==> src/rtl/booth_r4_pkg.sv <==
package booth_r4_pkg;

  typedef enum logic [1:0] {
    MAG_ZERO = 2'd0,
    MAG_ONE  = 2'd1,
    MAG_TWO  = 2'd2
  } mag_e;

  typedef struct packed {
    logic neg;
    mag_e mag;
  } digit_t;

endpackage

==> src/rtl/booth_r4_recode.sv <==
module booth_r4_recode
  import booth_r4_pkg::*;
(
  input  logic [2:0] win_i,
  output digit_t     dig_o
);

  always_comb begin
    unique case (win_i)
      3'b000:  dig_o = '{neg: 1'b0, mag: MAG_ZERO};
      3'b001:  dig_o = '{neg: 1'b0, mag: MAG_ONE};
      3'b010:  dig_o = '{neg: 1'b0, mag: MAG_ONE};
      3'b011:  dig_o = '{neg: 1'b0, mag: MAG_TWO};
      3'b100:  dig_o = '{neg: 1'b1, mag: MAG_TWO};
      3'b101:  dig_o = '{neg: 1'b1, mag: MAG_ONE};
      3'b110:  dig_o = '{neg: 1'b1, mag: MAG_ONE};
      default: dig_o = '{neg: 1'b0, mag: MAG_ZERO};
    endcase
  end

endmodule

==> src/rtl/booth_r4_ctrl.sv <==
module booth_r4_ctrl #(
  parameter int unsigned STEPS = 3
) (
  input  logic clk_i,
  input  logic rst_ni,
  input  logic start_i,
  output logic load_o,
  output logic step_o,
  output logic done_o
);

  localparam int unsigned CNT_W = (STEPS > 1) ? $clog2(STEPS) : 1;
  localparam logic [CNT_W-1:0] LAST = CNT_W'(STEPS - 1);

  logic             busy_q;
  logic             done_q;
  logic [CNT_W-1:0] cnt_q;
  logic             last;

  assign last   = (cnt_q == LAST);
  assign load_o = start_i & ~busy_q;
  assign step_o = busy_q;
  assign done_o = done_q;

  always_ff @(posedge clk_i or negedge rst_ni) begin
    if (!rst_ni) begin
      busy_q <= 1'b0;
      done_q <= 1'b0;
      cnt_q  <= '0;
    end else begin
      done_q <= busy_q & last;
      if (load_o) begin
        busy_q <= 1'b1;
        cnt_q  <= '0;
      end else if (busy_q) begin
        if (last) busy_q <= 1'b0;
        else      cnt_q  <= cnt_q + 1'b1;
      end
    end
  end


  done_pulse_chk: assert property (@(posedge clk_i) disable iff (!rst_ni)
    done_o |=> !done_o);


  load_arm_chk: assert property (@(posedge clk_i) disable iff (!rst_ni)
    load_o |=> (busy_q && cnt_q == '0 && !done_o));


  ignore_start_chk: assert property (@(posedge clk_i) disable iff (!rst_ni)
    (busy_q && start_i && !last) |=> (busy_q && cnt_q == $past(cnt_q) + 1'b1));

endmodule

==> src/rtl/booth_r4_datapath.sv <==
module booth_r4_datapath
  import booth_r4_pkg::*;
#(
  parameter int unsigned N = 6
) (
  input  logic            clk_i,
  input  logic            rst_ni,
  input  logic            load_i,
  input  logic            step_i,
  input  logic [N-1:0]    x_i,
  input  logic [N-1:0]    y_i,
  output logic [2*N-1:0]  acc_o
);

  localparam int unsigned PW = 2 * N;
  localparam int unsigned YW = N + 1;

  logic [PW-1:0] mcand_q;
  logic [YW-1:0] ybuf_q;
  logic [PW-1:0] acc_q;
  logic [PW-1:0] part;
  logic [PW-1:0] acc_nxt;
  digit_t        dig;

  booth_r4_recode i_recode (
    .win_i (ybuf_q[2:0]),
    .dig_o (dig)
  );

  always_comb begin
    unique case (dig.mag)
      MAG_ONE: part = mcand_q;
      MAG_TWO: part = {mcand_q[PW-2:0], 1'b0};
      default: part = '0;
    endcase
    acc_nxt = dig.neg ? (acc_q - part) : (acc_q + part);
  end

  always_ff @(posedge clk_i or negedge rst_ni) begin
    if (!rst_ni) begin
      mcand_q <= '0;
      ybuf_q  <= '0;
      acc_q   <= '0;
    end else if (load_i) begin
      mcand_q <= {{N{x_i[N-1]}}, x_i};
      ybuf_q  <= {y_i, 1'b0};
      acc_q   <= '0;
    end else if (step_i) begin
      mcand_q <= {mcand_q[PW-3:0], 2'b00};
      ybuf_q  <= {{2{ybuf_q[YW-1]}}, ybuf_q[YW-1:2]};
      acc_q   <= acc_nxt;
    end
  end

  assign acc_o = acc_q;


  load_clear_chk: assert property (@(posedge clk_i) disable iff (!rst_ni)
    load_i |=> (acc_o == '0));


  hold_chk: assert property (@(posedge clk_i) disable iff (!rst_ni)
    (!load_i && !step_i) |=> $stable(acc_o));


  zero_sign_chk: assert property (@(posedge clk_i) disable iff (!rst_ni)
    !(dig.mag == MAG_ZERO && dig.neg));


  idle_window_chk: assert property (@(posedge clk_i) disable iff (!rst_ni)
    (step_i && !load_i && (ybuf_q[2:0] == 3'b000 || ybuf_q[2:0] == 3'b111))
      |=> $stable(acc_o));

endmodule

==> src/rtl/booth_r4_mul.sv <==
module booth_r4_mul #(
  parameter int unsigned N = 6
) (
  input  logic           clk_i,
  input  logic           rst_ni,
  input  logic           start_i,
  input  logic [N-1:0]   x_i,
  input  logic [N-1:0]   y_i,
  output logic [2*N-1:0] product_o,
  output logic           done_o
);

  localparam int unsigned STEPS = N / 2;

  logic load;
  logic step;

  booth_r4_ctrl #(.STEPS(STEPS)) i_ctrl (
    .clk_i   (clk_i),
    .rst_ni  (rst_ni),
    .start_i (start_i),
    .load_o  (load),
    .step_o  (step),
    .done_o  (done_o)
  );

  booth_r4_datapath #(.N(N)) i_dp (
    .clk_i  (clk_i),
    .rst_ni (rst_ni),
    .load_i (load),
    .step_i (step),
    .x_i    (x_i),
    .y_i    (y_i),
    .acc_o  (product_o)
  );

endmodule

==> config.mk <==
export PLATFORM = sky130hd
export DESIGN_NAME = booth_r4_mul
export DESIGN_NICKNAME = d
export VERILOG_FILES = /design/src/rtl/booth_r4_pkg.sv /design/src/rtl/booth_r4_recode.sv /design/src/rtl/booth_r4_ctrl.sv /design/src/rtl/booth_r4_datapath.sv /design/src/rtl/booth_r4_mul.sv
export SDC_FILE = /design/constraint.sdc
export NUM_CORES = 1
export LEC_CHECK = 0
export BUFFER_PORTS_ARGS = -buffer_cell sky130_fd_sc_hd__buf_2
export CAP_MARGIN = 20
export CORE_MARGIN = 10
export CORE_UTILIZATION = 44
export DETAILED_ROUTE_END_ITERATION = 10
export PLACE_DENSITY_LB_ADDON = 0.15
export SYNTH_ARGS = -nofsm -noshare
export SYNTH_HDL_FRONTEND = slang
export SYNTH_SLANG_ARGS = --single-unit
==> constraint.sdc <==
create_clock -name clk_i -period 6.2 [get_ports clk_i]
set_input_delay 1.24 -clock clk_i [delete_from_list [all_inputs] [get_ports clk_i]]
set_output_delay 1.24 -clock clk_i [all_outputs]
set_load 0.01 [all_outputs]
# After elaboration in Yosys (flattened, before gate mapping)
# Cells that the tools add are included.
# classes
addsub	3
multipliers	0
div_mod_pow	0
n_lt_le_gt_ge	0
n_eq_ne	10
shift	0
mux	15
bitwise_logic	3
n_reduce_logical	4
# ops
cell	count
two-way mux 12 bit	5
one-hot mux 12 bit (2 select lines)	1
adder 12 bit	1
one-hot mux 3 bit (4 select lines)	1
subtractor 12 bit	1
equality test 3 bit (second input constant)	3
two-way mux 7 bit	1
equality test 3 x 2 -> 1 bit (second input constant)	2
two-way mux 2 bit	3
two-way mux 6 bit	1
equality test 2 bit (second input constant)	2
OR reduction 2 bit	2
equality test 3 x 1 -> 1 bit (second input constant)	1
two-way mux 1 bit	3
adder 2 x 1 -> 2 bit (second input constant)	1
bitwise AND 1 bit	2
equality test 2 x 1 -> 1 bit (second input constant)	1
!= test 2 x 1 -> 1 bit (second input constant)	1
AND reduction 2 bit	1
nonzero test 2 bit	1
NOT 1 bit	1
# totals
register_bits	35
latchBits	0
mem_bits_rw	0
mem_bits_ro	0
in_bits	15
output_inout_bits	13
word_cells	42
mem_count	0

# Depth between registers and ports, before layout
# Gate-level depths: netlist of run 1.
# logic_depth
depth_word	9
depth_mapped	20
ltp_nobuf	19

# Hierarchy
# Synthesis of run 1 repeated with hierarchy kept, for this count alone.
# unflattened
cells_unflattened	282
hier_area_um2	2473.6
# by_module_without_submodules
module	n_inst	cells_per_inst	area_each_um2	seq_area_each_um2
booth_r4_datapath	1	262	2270.9	775.7
booth_r4_ctrl	1	15	170.2	100.1
booth_r4_recode	1	5	32.5	0.0

# Worst setup path after synthesis of run 1
# No wires, ideal clock.
# synth_timing
path_type	register -> register
startpoint	register i_dp.ybuf_q[0]
endpoint	register i_dp.acc_q[10], in the netlist i_dp.acc_o[10]
arrival_ns	3.742
t_required_ns	6.078
path_slack_ns	2.337
stages_incl_launch_ff	19
cell_sequence	dfrtp_1 nand2_1 o21a_1 inv_1 ha_1 nor2b_1 clkbuf_1 a22oi_1 ha_1 nor2_1 xnor2_1 ha_1 nor2b_1 o21ai_1 a21boi_1 o41ai_1 a21oi_1 or3_1 a32o_1
# synth_via
elab_chain_len	9
word_cells_on_any_way	17
# synth_lines
item	line	source
start, declared	booth_r4_datapath.sv:19	logic [YW-1:0] ybuf_q;
start signal, assigned	booth_r4_datapath.sv:46	ybuf_q <= {y_i, 1'b0};
start signal, assigned	booth_r4_datapath.sv:50	ybuf_q <= {{2{ybuf_q[YW-1]}}, ybuf_q[YW-1:2]};
equality test 3 bit, or another cell as far along	booth_r4_recode.sv:9	unique case (win_i)
OR reduction 2 bit (no line)	--	
one-hot mux 3 bit (4 select lines) (*)	booth_r4_recode.sv:9	
equality test 2 bit or equality test 2 x 1 -> 1 bit (tied branches)	booth_r4_datapath.sv:31	unique case (dig.mag)
one-hot mux 12 bit (2 select lines)	booth_r4_datapath.sv:31	
adder 12 bit or subtractor 12 bit (tied branches)	booth_r4_datapath.sv:36	acc_nxt = dig.neg ? (acc_q - part) : (acc_q + part);
two-way mux 12 bit (*)	booth_r4_datapath.sv:36	
two-way mux 12 bit (*)	booth_r4_datapath.sv:48	end else if (step_i) begin
two-way mux 12 bit (*)	booth_r4_datapath.sv:44	end else if (load_i) begin
end signal, assigned	booth_r4_datapath.sv:51	acc_q <= acc_nxt;
end, declared	booth_r4_datapath.sv:20	logic [PW-1:0] acc_q;
# Mark *: on every way between the ends. The rest lies on a longest branch, timed or not. The select of a mux whose other input is x is not followed.
# A chain may end at the register's enable or synchronous reset.

# Worst setup path in the final report of run 1
# layout_timing
startpoint	register i_dp.ybuf_q[1]
endpoint	register i_dp.acc_q[10], in the netlist i_dp.acc_o[10]
# Same word-level chain as after synthesis.

==> flow_metrics.tcl, run 1 <==
set metrics [dict create \
    outcome "completed" \
    ant_nets 0 \
    clkLatencyLatePin_ns 0.29 \
    synthTopCellsByArea "dfrtp_1 (37%), ha_1 (8.0%), o21ai_0 (5.8%)" \
    synth_fp_nets 292 \
    yosys.cell_count.top_type "dfrtp_1" \
    crit_arrival_ns 4.79 \
    wl_um 4960 \
    min_period_over_period_pct 74.5 \
    ys_ff_latch 35 \
    crit_path_cell_trace "nor2_1 > nand2_1 > o21a_1 > inv_1 > ha_1 > nor2b_1 > a22oi_1 > ha_1 > nor2_1 > xnor2_1 > ha_1 > nor2b_1 > o21ai_1 > a21boi_1 > o41ai_1 > a21oi_1 > or3_1 > a32o_1" \
    max_freq_mhz 216 \
    tritoncts "done" \
    yosysSeqAreaShare_pct 37.5 \
    cp_common_cell "ha_1" \
    slowest_delay_ns 0.71 \
    drv_cap 0 \
    drcViolationCount 0 \
    finalSetupViolations 0 \
    cts_setup_buffers 0 \
    r2r-end "i_dp.acc_o[10]" \
    path_buf_inv 1 \
    path_max_fanout 14 \
    postCtsResizedCells 0 \
    dr.pass1.iters 4 \
    dp_hpwl_um 3640 \
    post-route-util_pct 51.4 \
    fin_area_um2 2640 \
    crit_cells 18 \
    ctsHoldBuffers 0 \
    fp.dieH_um 92.9 \
    diodes 0 \
    cp_top_family "compound AO/OA/AOI/OAI gates" \
    grt_max_degree 53 \
    synth_top_area_share_pct 37.5 \
    drt-wirelength-per-cell_um 14.0 \
    holdWs_ns 0.467 \
    num_vias 1889 \
    place_congestion 0.900 \
    synth_area_um2 2340 \
    hp-class "reg -> reg" \
    port_buffers 27 \
    netlist.top_cell.by_area "dfrtp_1" \
    yosys_warnings 0 \
    grt_usage_pct 12.1 \
    clock_skew_ns 0.00778 \
    rr_startpoint "i_dp.ybuf_q[1]" \
    row_count 26 \
    cts.sinks 35 \
    fp.dieArea_um2 8630 \
    drive_above_1_share_pct 13.7 \
    cp_slowest_cell "nor2b_1" \
    critPathKind "reg -> reg" \
    io_pins 28 \
    clk_pin_slew_ns 0.08 \
    worstRegToRegCells 18 \
    ys_async_sr_fraction_pct 100 \
    grt_pass1_vias 1838 \
    clock_path_buffers 2 \
    synth_common_cells "dfrtp_1 (35), nand2_1 (27), o21ai_0 (27)" \
    h-tree-depth 2 \
    hold_viol_final 0 \
    fin_nets 315 \
    synth.distinct_cells 37 \
    fin_crit_ns 4.62 \
    grt_pass1_wl_um 8600 \
    cts_buffers 5 \
    antenna_found_initial 0 \
    cp-end-kind "flip-flop" \
    gr-total-overflow 0 \
    placed_area_um2 2520 \
    setup_tns_ns 0 \
    syn_area_per_cell_um2 8.95 \
    die_w_um 92.9 \
    startpoint "i_dp.ybuf_q[1]" \
    root_buffer "clkbuf_8" \
    final_max_slew_viol_count 0 \
    worstSetupEndpoint "i_dp.acc_o[10]" \
    rsz0062_at_grt "false" \
    syn_inst 261 \
    startpoint_type "flip-flop" \
    worstMarginPinSlew_ns 0.866 \
    required_ns 6.37 \
    core_um2 5140 \
    synth-edff-count 0 \
    start_util_pct 45.5 \
    relSlewSlack_pct 42.1 \
    r2r_slack_ns 1.58 \
    area_delta_synth_final_pct 13.0 \
    avgViaCountPerCell 5.32 \
    ys.flop_type "dfrtp_1" \
    drt_iter0_drc 69 \
]
[state kept, by name (all words and copies together), names as in the netlist]
signal         cells
i_dp.mcand_q      12
i_dp.ybuf_q        7
i_ctrl.step_o      1
i_ctrl.cnt_q       2
i_dp.acc_o        12
i_ctrl.done_o      1
[area by class of cell]
cell class | instances | area, µm²
tap | 70 | 87.6
timing repair buffer | 28 | 143
sequential | 35 | 876
inverter | 13 | 48.8
fill | 519 | 2500
multi-input combinational | 201 | 1370
clock inverter | 2 | 35.0
clock buffer | 6 | 82.6
[placed cells by master, fill, tap and decap left out, drive strengths merged, types with 11 or more instances in the layout]
cell type | Yosys | final
ha | 15 | 15
nand2 | 27 | 27
inv | 13 | 13
xnor2 | 11 | 11
dfrtp | 35 | 35
a21oi | 18 | 18
buf | 1 | 28
nor2 | 20 | 20
o21ai | 29 | 29
a22o | 13 | 13
[metal layers]
layer  track usage [%]  vias up  wire length (µm)
li1                  -      980                 -
met1              15.3      876              2440
met2              18.9       28              2240
met3              3.63        5               231
met4              4.37        0                50
met5                 0        -                 0
[logic make-up (layout without fill, tap and decap cells)]
family / count (synthesis) / in the layout / synth area share [%]
simple gates: 64 / 64 / 12.2
fa+ha+maj: 16 / 16 / 8.89
compound gates: 93 / 93 / 26.4
mux: 9 / 9 / 3.91
buf+inv: 25 / 49 / 4.01
xor+xnor: 19 / 19 / 7.12
flops: 35 / 35 / 37.5
[stage by stage]
stage	std cells	setup slack [ns]
finish	355	1.58
global route	355	1.16
CTS	355	1.63
detailed placement	347	1.66
global placement	347	1.77
floorplan	261	2.34
[worst min path at each step]
stage | depth (start not counted) | end | startpoint
2_1_floorplan | 1 | i_ctrl.cnt_q[0] | i_ctrl.cnt_q[0]
3_3_place_gp | 1 | i_ctrl.cnt_q[0] | i_ctrl.cnt_q[0]
3_5_place_dp | 1 | i_ctrl.cnt_q[0] | i_ctrl.cnt_q[0]
4_1_cts | 1 | i_ctrl.cnt_q[0] | i_ctrl.cnt_q[0]
5_1_grt | 1 | i_ctrl.cnt_q[0] | i_ctrl.cnt_q[0]
6_report | 1 | i_ctrl.cnt_q[0] | i_ctrl.cnt_q[0]
Power of run 1 is left out: the tool's default activity adds up to more than one toggle a clock period on the data nets, which glitch-free logic cannot reach.
==> run 2, diff against run 1 <==
clock period = 4.3 ns   (was 6.2 ns; I/O delays follow)
==> run 2 against run 1 <==
  * Critical path depth is 1 lower
  * Cell count is 0.56% higher
  * Via count is 0.90% lower
  * Fmax is 19% higher
  * First-iteration DRC count is 7.2% higher
  * Global-route usage is 0.13 points higher
  * Non-clock buffer count is 2 higher
  * Sequential share of layout area is 0.53 points lower
  * Worst hold slack better by 0.012 ns
  * Clock-buffer cell count stayed put
  * Routed wire length is 1.8% lower
  * Critical endpoint unchanged
==> flow_metrics.tcl, run 2 (synthesized netlist as in run 1, its figures left out) <==
set metrics [dict create \
    clkLatencyLatePin_ns 0.29 \
    fin_nets 317 \
    grtUsageMet1_pct 14.8 \
    drive_above_1_share_pct 14.6 \
    grt_usage_pct 12.2 \
    critPathKind "reg -> reg" \
    rsz0062_at_grt "false" \
    fin_area_um2 2680 \
    clock_skew_ns 0.00419 \
    setup_tns_ns 0 \
    fp.dieArea_um2 8630 \
    port_buffers 27 \
    start_util_pct 45.5 \
    core_um2 5140 \
    root_buffer "clkbuf_8" \
    antenna_found_initial 0 \
    slowest_delay_ns 0.42 \
    grt_max_degree 53 \
    cp-end-kind "flip-flop" \
    grt_pass1_vias 1940 \
    instances_no_fill 357 \
    finalSetupViolations 0 \
    placed_area_um2 2540 \
    met3_usage_pct 3.79 \
    dp_hpwl_um 3620 \
    drv_cap 0 \
    drt-wirelength-per-cell_um 13.6 \
    clk_pin_slew_ns 0.07 \
    ant_nets 0 \
    die_w_um 92.9 \
    layout_common_cells "dfrtp_1 (35), nand2_1 (27), o21ai_0 (27), buf_2 (27), nor2_1 (20)" \
    drt_iter0_drc 74 \
    gr-total-overflow 0 \
    final_common_cell "dfrtp_1" \
    hp-class "reg -> reg" \
    avgViaCountPerCell 5.24 \
    num_vias 1872 \
    final_max_slew_viol_count 0 \
    cts_buffers 5 \
    io_pins 28 \
    fp.dieH_um 92.9 \
    ctsHoldBuffers 0 \
    drcViolationCount 0 \
    h-tree-depth 2 \
    grt_busiest_layer "met2" \
    row_count 26 \
    diodes 0 \
    cts.sinks 35 \
    fin_crit_ns 3.89 \
    hold_viol_final 0 \
    crit_arrival_ns 4.07 \
    post-route-util_pct 52.2 \
    worstMarginPinSlew_ns 0.802 \
    max_freq_mhz 257 \
    cp_slowest_cell "dfrtp_1" \
    required_ns 4.48 \
    wl_um 4870 \
    crit_path_cell_trace "nand2_1 > o21a_1 > inv_1 > ha_1 > nor2b_1 > a22oi_1 > ha_1 > nor2_1 > xnor2_1 > ha_1 > nor2b_1 > o21ai_1 > a21boi_1 > o41ai_1 > a21oi_1 > or3_1 > a32o_1" \
    relSlewSlack_pct 46.3 \
    placed_cells 349 \
    fill_cells 525 \
    clock_path_buffers 2 \
    dr.pass1.iters 4 \
    area_delta_synth_final_pct 14.8 \
    path_max_fanout 8 \
    startpoint_type "flip-flop" \
    place_congestion 0.887 \
    grt_pass1_wl_um 8710 \
    cts_setup_buffers 0 \
    outcome "completed" \
    tritoncts "done" \
    grt.met2_usage_pct 19.9 \
    min_period_over_period_pct 90.5 \
    cp_common_cell "ha_1" \
]
[run 2: final timing paths]
kind | depth (start not counted) | from | endpoint | slack, ns
min | 1 | i_ctrl.cnt_q[0] | i_ctrl.cnt_q[0] | 0.48
min reg2reg | 1 | i_ctrl.cnt_q[0] | i_ctrl.cnt_q[0] | 0.48
max reg2reg | 17 | i_dp.ybuf_q[1] | i_dp.acc_o[10] | 0.41
max in group asynchronous | 1 | rst_ni | i_dp.mcand_q[7] | 3.16
max | 17 | i_dp.ybuf_q[1] | i_dp.acc_o[10] | 0.41
min in group asynchronous | 1 | rst_ni | i_ctrl.done_o | 0.64
[run 2: through the flow]
step	hold slack, ns	worst slack, ns
2_1_floorplan	0.441	0.437
3_3_place_gp	0.459	0.441
3_5_place_dp	0.468	0.347
4_1_cts	0.477	0.321
5_1_grt	0.493	0.0438
6_report	0.479	0.409
[run 2: final cells by class]
class	instances	area [µm²]	share of cell area, %
timing repair buffer	30	158	5.88
tap	70	87.6	3.26
multi-input combinational	201	1380	51.4
clock inverter	2	60.1	2.24
inverter	13	48.8	1.82
sequential	35	876	32.6
clock buffer	6	72.6	2.71
[run 2: timing repair]
action,4_1_cts,5_1_grt
gates resized for setup,0,2
endpoints found under the setup margin,0,2
hold endpoints to repair,0,0
[run 2: critical path, delay by kind of cell (launching register included)]
kind	cells	cell delay, ns
compound gates	7	1.33
simple gates	5	0.96
fa+ha+maj	3	0.89
flops	1	0.42
xor+xnor	1	0.15
buf+inv	1	0.04
[run 2: layer usage]
| layer | share of wire [%] | vias to the layer above |
|---|---|---|
| met1 | 49 | 857 |
| met5 | 0 | - |
| met4 | 1.4 | 0 |
| met2 | 46 | 27 |
| met3 | 3.9 | 5 |
| li1 | - | 983 |
Power of run 2 is left out for the same reason.
